$ cat src/rtl/sdram_init_pkg.sv
package sdram_init_pkg;
  // {cs_n, ras_n, cas_n, we_n}
  typedef enum logic [3:0] {
    CMD_MRS = 4'b0000,
    CMD_REF = 4'b0001,
    CMD_PRE = 4'b0010,
    CMD_NOP = 4'b0111
  } sdr_cmd_e;

  typedef enum logic [1:0] {
    ST_IDLE,
    ST_ISSUE,
    ST_WAIT
  } seq_state_e;
endpackage

$ cat src/rtl/sdram_init_regs.sv
module sdram_init_regs (
  input  logic       clk,
  input  logic       rst,
  input  logic       we,
  input  logic [7:0] wdata,
  input  logic       busy,
  output logic       order_q,
  output logic       keep_q,
  output logic       start,
  output logic [7:0] rdata
);
  localparam int B_START = 6;
  localparam int B_ORDER = 4;
  localparam int B_KEEP  = 3;

  logic wr_ok;
  logic unused_wbits;

  assign wr_ok        = we && !busy;
  assign start        = wr_ok && wdata[B_START];
  assign unused_wbits = ^{wdata[7], wdata[5], wdata[2:0]};

  always_ff @(posedge clk) begin
    if (rst) begin
      order_q <= 1'b0;
      keep_q  <= 1'b1;
    end else if (wr_ok) begin
      order_q <= wdata[B_ORDER];
      keep_q  <= wdata[B_KEEP];
    end
  end

  always_comb begin
    rdata          = '0;
    rdata[B_START] = busy;
    rdata[B_ORDER] = order_q;
    rdata[B_KEEP]  = keep_q;
  end
endmodule

$ cat src/rtl/sdram_init_fsm.sv
module sdram_init_fsm
  import sdram_init_pkg::*;
#(
  parameter int ADDR_W = 13,
  parameter int AP_BIT = 10,
  parameter int T_RP   = 3,
  parameter int T_MRD  = 2,
  parameter int T_RFC  = 7
) (
  input  logic              clk,
  input  logic              rst,
  input  logic              start,
  input  logic              order,
  input  logic [ADDR_W-1:0] mode,
  output sdr_cmd_e          cmd,
  output logic [ADDR_W-1:0] addr,
  output logic              busy
);
  localparam int MAX_A   = (T_RP > T_MRD) ? T_RP : T_MRD;
  localparam int MAX_W   = (MAX_A > T_RFC) ? MAX_A : T_RFC;
  localparam int CNT_W   = $clog2(MAX_W + 1);
  localparam int LAST    = 2;
  localparam logic [CNT_W-1:0] L_RP  = CNT_W'(T_RP - 1);
  localparam logic [CNT_W-1:0] L_MRD = CNT_W'(T_MRD - 1);
  localparam logic [CNT_W-1:0] L_RFC = CNT_W'(T_RFC - 1);
  localparam logic [ADDR_W-1:0] AP_MASK = ADDR_W'(1) << AP_BIT;

  seq_state_e        st;
  logic [1:0]        step;
  logic [CNT_W-1:0]  cnt;
  sdr_cmd_e          cur_cmd;
  logic [CNT_W-1:0]  cur_load;

  always_comb begin
    unique case (step)
      2'd0:    cur_cmd = CMD_PRE;
      2'd1:    cur_cmd = order ? CMD_MRS : CMD_REF;
      default: cur_cmd = order ? CMD_REF : CMD_MRS;
    endcase
    unique case (cur_cmd)
      CMD_PRE: cur_load = L_RP;
      CMD_MRS: cur_load = L_MRD;
      default: cur_load = L_RFC;
    endcase
  end

  always_ff @(posedge clk) begin
    if (rst) begin
      st   <= ST_IDLE;
      step <= '0;
      cnt  <= '0;
      busy <= 1'b0;
      cmd  <= CMD_NOP;
      addr <= '0;
    end else begin
      unique case (st)
        ST_IDLE: begin
          cmd <= CMD_NOP;
          if (start) begin
            st   <= ST_ISSUE;
            step <= '0;
            busy <= 1'b1;
          end
        end
        ST_ISSUE: begin
          cmd <= cur_cmd;
          cnt <= cur_load;
          st  <= ST_WAIT;
          unique case (cur_cmd)
            CMD_PRE: addr <= AP_MASK;
            CMD_MRS: addr <= mode;
            default: addr <= '0;
          endcase
        end
        default: begin
          cmd <= CMD_NOP;
          if (cnt == '0) begin
            if (step == 2'(LAST)) begin
              st   <= ST_IDLE;
              busy <= 1'b0;
            end else begin
              step <= step + 2'd1;
              st   <= ST_ISSUE;
            end
          end else begin
            cnt <= cnt - 1'b1;
          end
        end
      endcase
    end
  end
endmodule

$ cat src/rtl/sdram_clk_gate.sv
module sdram_clk_gate (
  input  logic clk,
  input  logic rst,
  input  logic keep,
  input  logic self_refresh,
  input  logic bus_released,
  output logic clk_en,
  output logic clk_oe
);
  always_ff @(posedge clk) begin
    if (rst) begin
      clk_en <= 1'b1;
      clk_oe <= 1'b1;
    end else begin
      clk_en <= keep || !self_refresh;
      clk_oe <= keep || !bus_released;
    end
  end
endmodule

$ cat src/rtl/sdram_init_seq.sv
module sdram_init_seq
  import sdram_init_pkg::*;
#(
  parameter int ADDR_W = 13,
  parameter int AP_BIT = 10,
  parameter int T_RP   = 3,
  parameter int T_MRD  = 2,
  parameter int T_RFC  = 7
) (
  input  logic              clk,
  input  logic              rst,
  input  logic              hot_rst,
  input  logic              reg_we,
  input  logic [7:0]        reg_wdata,
  output logic [7:0]        reg_rdata,
  input  logic [ADDR_W-1:0] cfg_mode,
  input  logic              self_refresh,
  input  logic              bus_released,
  output logic              sdr_cs_n,
  output logic              sdr_ras_n,
  output logic              sdr_cas_n,
  output logic              sdr_we_n,
  output logic [ADDR_W-1:0] sdr_addr,
  output logic              busy,
  output logic              sdr_clk_en,
  output logic              sdr_clk_oe
);
  logic     order_q;
  logic     keep_q;
  logic     start;
  logic     seq_rst;
  sdr_cmd_e cmd;

  assign seq_rst = rst || hot_rst;

  sdram_init_regs u_regs (
    .clk     (clk),
    .rst     (rst),
    .we      (reg_we && !hot_rst),
    .wdata   (reg_wdata),
    .busy    (busy),
    .order_q (order_q),
    .keep_q  (keep_q),
    .start   (start),
    .rdata   (reg_rdata)
  );

  sdram_init_fsm #(
    .ADDR_W (ADDR_W),
    .AP_BIT (AP_BIT),
    .T_RP   (T_RP),
    .T_MRD  (T_MRD),
    .T_RFC  (T_RFC)
  ) u_fsm (
    .clk   (clk),
    .rst   (seq_rst),
    .start (start),
    .order (order_q),
    .mode  (cfg_mode),
    .cmd   (cmd),
    .addr  (sdr_addr),
    .busy  (busy)
  );

  sdram_clk_gate u_gate (
    .clk          (clk),
    .rst          (rst),
    .keep         (keep_q),
    .self_refresh (self_refresh),
    .bus_released (bus_released),
    .clk_en       (sdr_clk_en),
    .clk_oe       (sdr_clk_oe)
  );

  assign {sdr_cs_n, sdr_ras_n, sdr_cas_n, sdr_we_n} = cmd;
endmodule

$ cat config.mk
export PLATFORM = sky130hd
export DESIGN_NAME = sdram_init_seq
export DESIGN_NICKNAME = d
export VERILOG_FILES = /design/src/rtl/sdram_init_pkg.sv /design/src/rtl/sdram_init_regs.sv /design/src/rtl/sdram_init_fsm.sv /design/src/rtl/sdram_clk_gate.sv /design/src/rtl/sdram_init_seq.sv
export SDC_FILE = /design/constraint.sdc
export NUM_CORES = 1
export LEC_CHECK = 0
export BUFFER_PORTS_ARGS = -buffer_cell sky130_fd_sc_hd__buf_2
export CAP_MARGIN = 20
export CORE_ASPECT_RATIO = 1.75
export CORE_MARGIN = 3
export CORE_UTILIZATION = 35
export DETAILED_ROUTE_END_ITERATION = 16
export PLACE_DENSITY_LB_ADDON = 0.12
export SYNTH_ARGS = -nofsm -noshare
export SYNTH_HDL_FRONTEND = slang
export SYNTH_HIERARCHICAL = 1
export SYNTH_SLANG_ARGS = --single-unit
$ cat constraint.sdc
create_clock -name clk -period 1.8 [get_ports clk]
set_input_delay 0.36 -clock clk [delete_from_list [all_inputs] [get_ports clk]]
set_output_delay 0.36 -clock clk [all_outputs]
set_load 0.1 [all_outputs]
==> results.yml <==
status:
  outcome: "complete, no violations"
synth:
  synth.top_cells.by_area: "sky130_fd_sc_hd__dfxtp_1 41%, sky130_fd_sc_hd__a22oi_2 9.3%, sky130_fd_sc_hd__buf_4 5.6%"
  syn-cell-area_sq_um: 1350
  ys.warnings.count: 6
  synth_most_common_cell: "sky130_fd_sc_hd__dfxtp_1"
  ys.flop_type: "sky130_fd_sc_hd__dfxtp_1"
  number_of_synthesized_register_bits: 28
  synth_commonest_cells: "28 x sky130_fd_sc_hd__dfxtp_1, 12 x sky130_fd_sc_hd__nor2_1, 10 x sky130_fd_sc_hd__a22oi_2, 10 x sky130_fd_sc_hd__buf_4, 10 x sky130_fd_sc_hd__nor2_2"
  synth_cells: 134
  synth-async-reset-ratio_pct: 0
  synth_top_area_share_pct: 41.5
  synth_top_cell_by_area: "sky130_fd_sc_hd__dfxtp_1"
  synthDistinctLibCells: 44
  synth_enable_flop_cells: 0
  synth_area_per_cell_sq_um: 10.1
  seq_area_frac_synth_pct: 41.5
placement:
  placement.io_buffers: 43
  place_congestion: 0.810
  placed_area_sq_um: 1550
  place_hpwl_microns: 2060
hold_path:
  timing.hold.worst.class: "in2reg"
  worst_hold_startpoint: "cfg_mode[2]"
  min_path_cells: 3
worst_setup_path:
  required_ns: 2.01
  timing.critical_path.from: "u_fsm/cnt[0]"
  crit_path_end_kind: "register"
  setup.worst_path.class: "reg2reg"
  critPathLaunchType: "register"
  crit_path_max_fanout: 5
  setup_slack_on_the_worst_flop_to_flop_path_ns: 0.15
  reg2regPathDepth: 6
  worst_ep_arrival_time_ns: 1.85
  launch_point_of_the_worst_reg_to_reg_path: "u_fsm/cnt[0]"
grt:
  antenna_violations_before_repair: 0
  grt_util_all_layers_pct: 11.8
  global_route.overflow_total: 0
  grt_first_pass_wirelength_microns: 4160
  grt_max_degree: 19
  vias_in_the_first_global_route: 961
timing:
  timing_hold_violations_final: 0
  grt_setup_unrepaired: "false"
  timing.setup.tns_ns: 0
  timing.final.max_slew_violations: 0
  final_min_period_over_clock_period_pct: 91.5
  timing.clock.skew_ns: 0.00185
  achievable-frequency_ghz: 0.607
  setup_violations: 0
  period_minus_slack_ns: 1.65
finish:
  fin_area_sq_um: 1600
  multiInputGateArea_sq_um: 671
  nNetsFinal: 206
  regArea_sq_um: 562
  layout-area-overhead-vs-synth_pct: 18.1
  n_fill_cell: 383
  antenna-diode-count: 0
  layout-drive-gt1-share_pct: 45.3
floorplan:
  pin_count: 55
  die_area_sq_um: 4670
  height_of_the_die_microns: 88.2
  fp_rows: 29
  floorplan.die.width_microns: 53.0
  design.core.area_sq_um: 3660
  initial_core_util_pct: 36.9
power_and_ir_drop:
  power_uw: 1110
  powerDensity_nw_per_um2: 695
  power.ir.vdd_worst_v: 0.000350
  power.static_leakage_uw: 0.000647
drt:
  dr_total_vias: 1002
  drt.antenna.violating_nets: 0
  postRouteWirelength_microns: 2620
  remaining_drc_errors: 0
  post_drt_via_cell_ratio: 4.60
  detail_route.iter0.violations: 24
  wl_per_cell_microns: 12.0
  detail_route.first_pass.iterations: 4
clock_network:
  clock_tree.root_cell: "sky130_fd_sc_hd__clkbuf_8"
  cts_tree: "built"
  clk-insertion-delay-late_ns: 0.26
  cts.repair_timing.setup_buffer_count: 0
  cts-buffers-inserted: 3
  htree_num_levels: 1
  clk_transition_reported_paths_ns: 0.08
  clock_path_buffers: 2
  clkSinkCount: 28
job:
  drv_cap: 0
## final timing paths
| kind | endpoint |
|---|---|
| hold / removal | u_fsm/addr[2] |
| setup reg to reg | u_fsm/step[1] |
| setup / recovery | u_fsm/step[1] |
| hold reg to reg | u_fsm/addr[10] |
## final cells by class
| cell class | instances | area share [%] |
|---|---|---|
| sequential | 28 | 35.2 |
| tap | 46 | 3.61 |
| clock buffer | 3 | 2.59 |
| multi-input combinational | 88 | 42.0 |
| timing repair buffer | 46 | 14.9 |
| inverter | 7 | 1.65 |
## state kept, by name, summed over array words and instances, names as in the netlist
name and flops:
u_fsm/cmd 3, u_fsm/busy 1, u_fsm/step 2, u_regs/keep_q 1, u_gate/clk_en 1, u_fsm/st 2
u_gate/clk_oe 1, u_fsm/addr 13, u_regs/order_q 1, u_fsm/cnt 3
## critical path, stage by stage, from the launching register on
cell                      delay (ns)
sky130_fd_sc_hd__dfxtp_1        0.32
sky130_fd_sc_hd__inv_1          0.08
sky130_fd_sc_hd__ha_1           0.24
sky130_fd_sc_hd__and2b_1        0.24
sky130_fd_sc_hd__a32oi_2        0.28
sky130_fd_sc_hd__mux2_2         0.36
sky130_fd_sc_hd__nor2_1         0.07
## layer usage
| layer | GRT usage, % | up-vias | share of wire [%] |
|---|---|---|---|
| met3 | 1.70 | 2 | 5.0 |
| li1 | - | 520 | - |
| met2 | 22.4 | 25 | 54 |
| met5 | 0 | - | 0 |
| met4 | 5.58 | 0 | 1.1 |
| met1 | 12.1 | 455 | 40 |
## cell usage in the layout (no fill, tap or decap), types with 2 or more instances in the layout
cell and n:
sky130_fd_sc_hd__or2_2 2, sky130_fd_sc_hd__inv_1 7, sky130_fd_sc_hd__buf_4 3, sky130_fd_sc_hd__nor2_2 10, sky130_fd_sc_hd__clkbuf_8 3, sky130_fd_sc_hd__ha_1 5
sky130_fd_sc_hd__nand2b_1 2, sky130_fd_sc_hd__a22oi_1 2, sky130_fd_sc_hd__nor2_1 12, sky130_fd_sc_hd__or3b_1 2, sky130_fd_sc_hd__buf_2 43, sky130_fd_sc_hd__nand2_1 3
sky130_fd_sc_hd__dfxtp_1 27, sky130_fd_sc_hd__a21oi_1 3, sky130_fd_sc_hd__conb_1 6, sky130_fd_sc_hd__a22oi_2 10, sky130_fd_sc_hd__mux2i_1 3, sky130_fd_sc_hd__o21ai_0 3
## cells by family after synthesis
logic type | share of synthesized area, %
simple gates | 20.7
mux | 3.06
other cells | 0.556
flops | 41.5
fa+ha+maj | 4.63
compound gates | 17.7
xor+xnor | 1.30
buf+inv | 10.6
## metrics by stage
stage	utilization, %	hold WS (ns)	setup WS, ns	std cells
after CTS	43.3	0.316	0.118	218
after detailed placement	42.2	0.461	0.0653	215
after global routing	43.5	0.318	0.0432	218
after global placement	42.2	0.455	0.104	215
after floorplan	-	0.456	0.137	138
final	43.5	0.322	0.153	218
## repair_timing
action / 4_1_cts / 5_1_grt
hold buffers: 0 / 0
gates resized for setup: 0 / 1
setup endpoints to repair: 0 / 1
## power breakdown
| part | switching [uW] | total, uW | internal [uW] |
|---|---|---|---|
| Combinational | 124 | 161 | 36.6 |
| Sequential | 5.32 | 629 | 624 |
| Clock | 170 | 319 | 150 |
No activity file was read; power rests on OpenSTA's default activity.
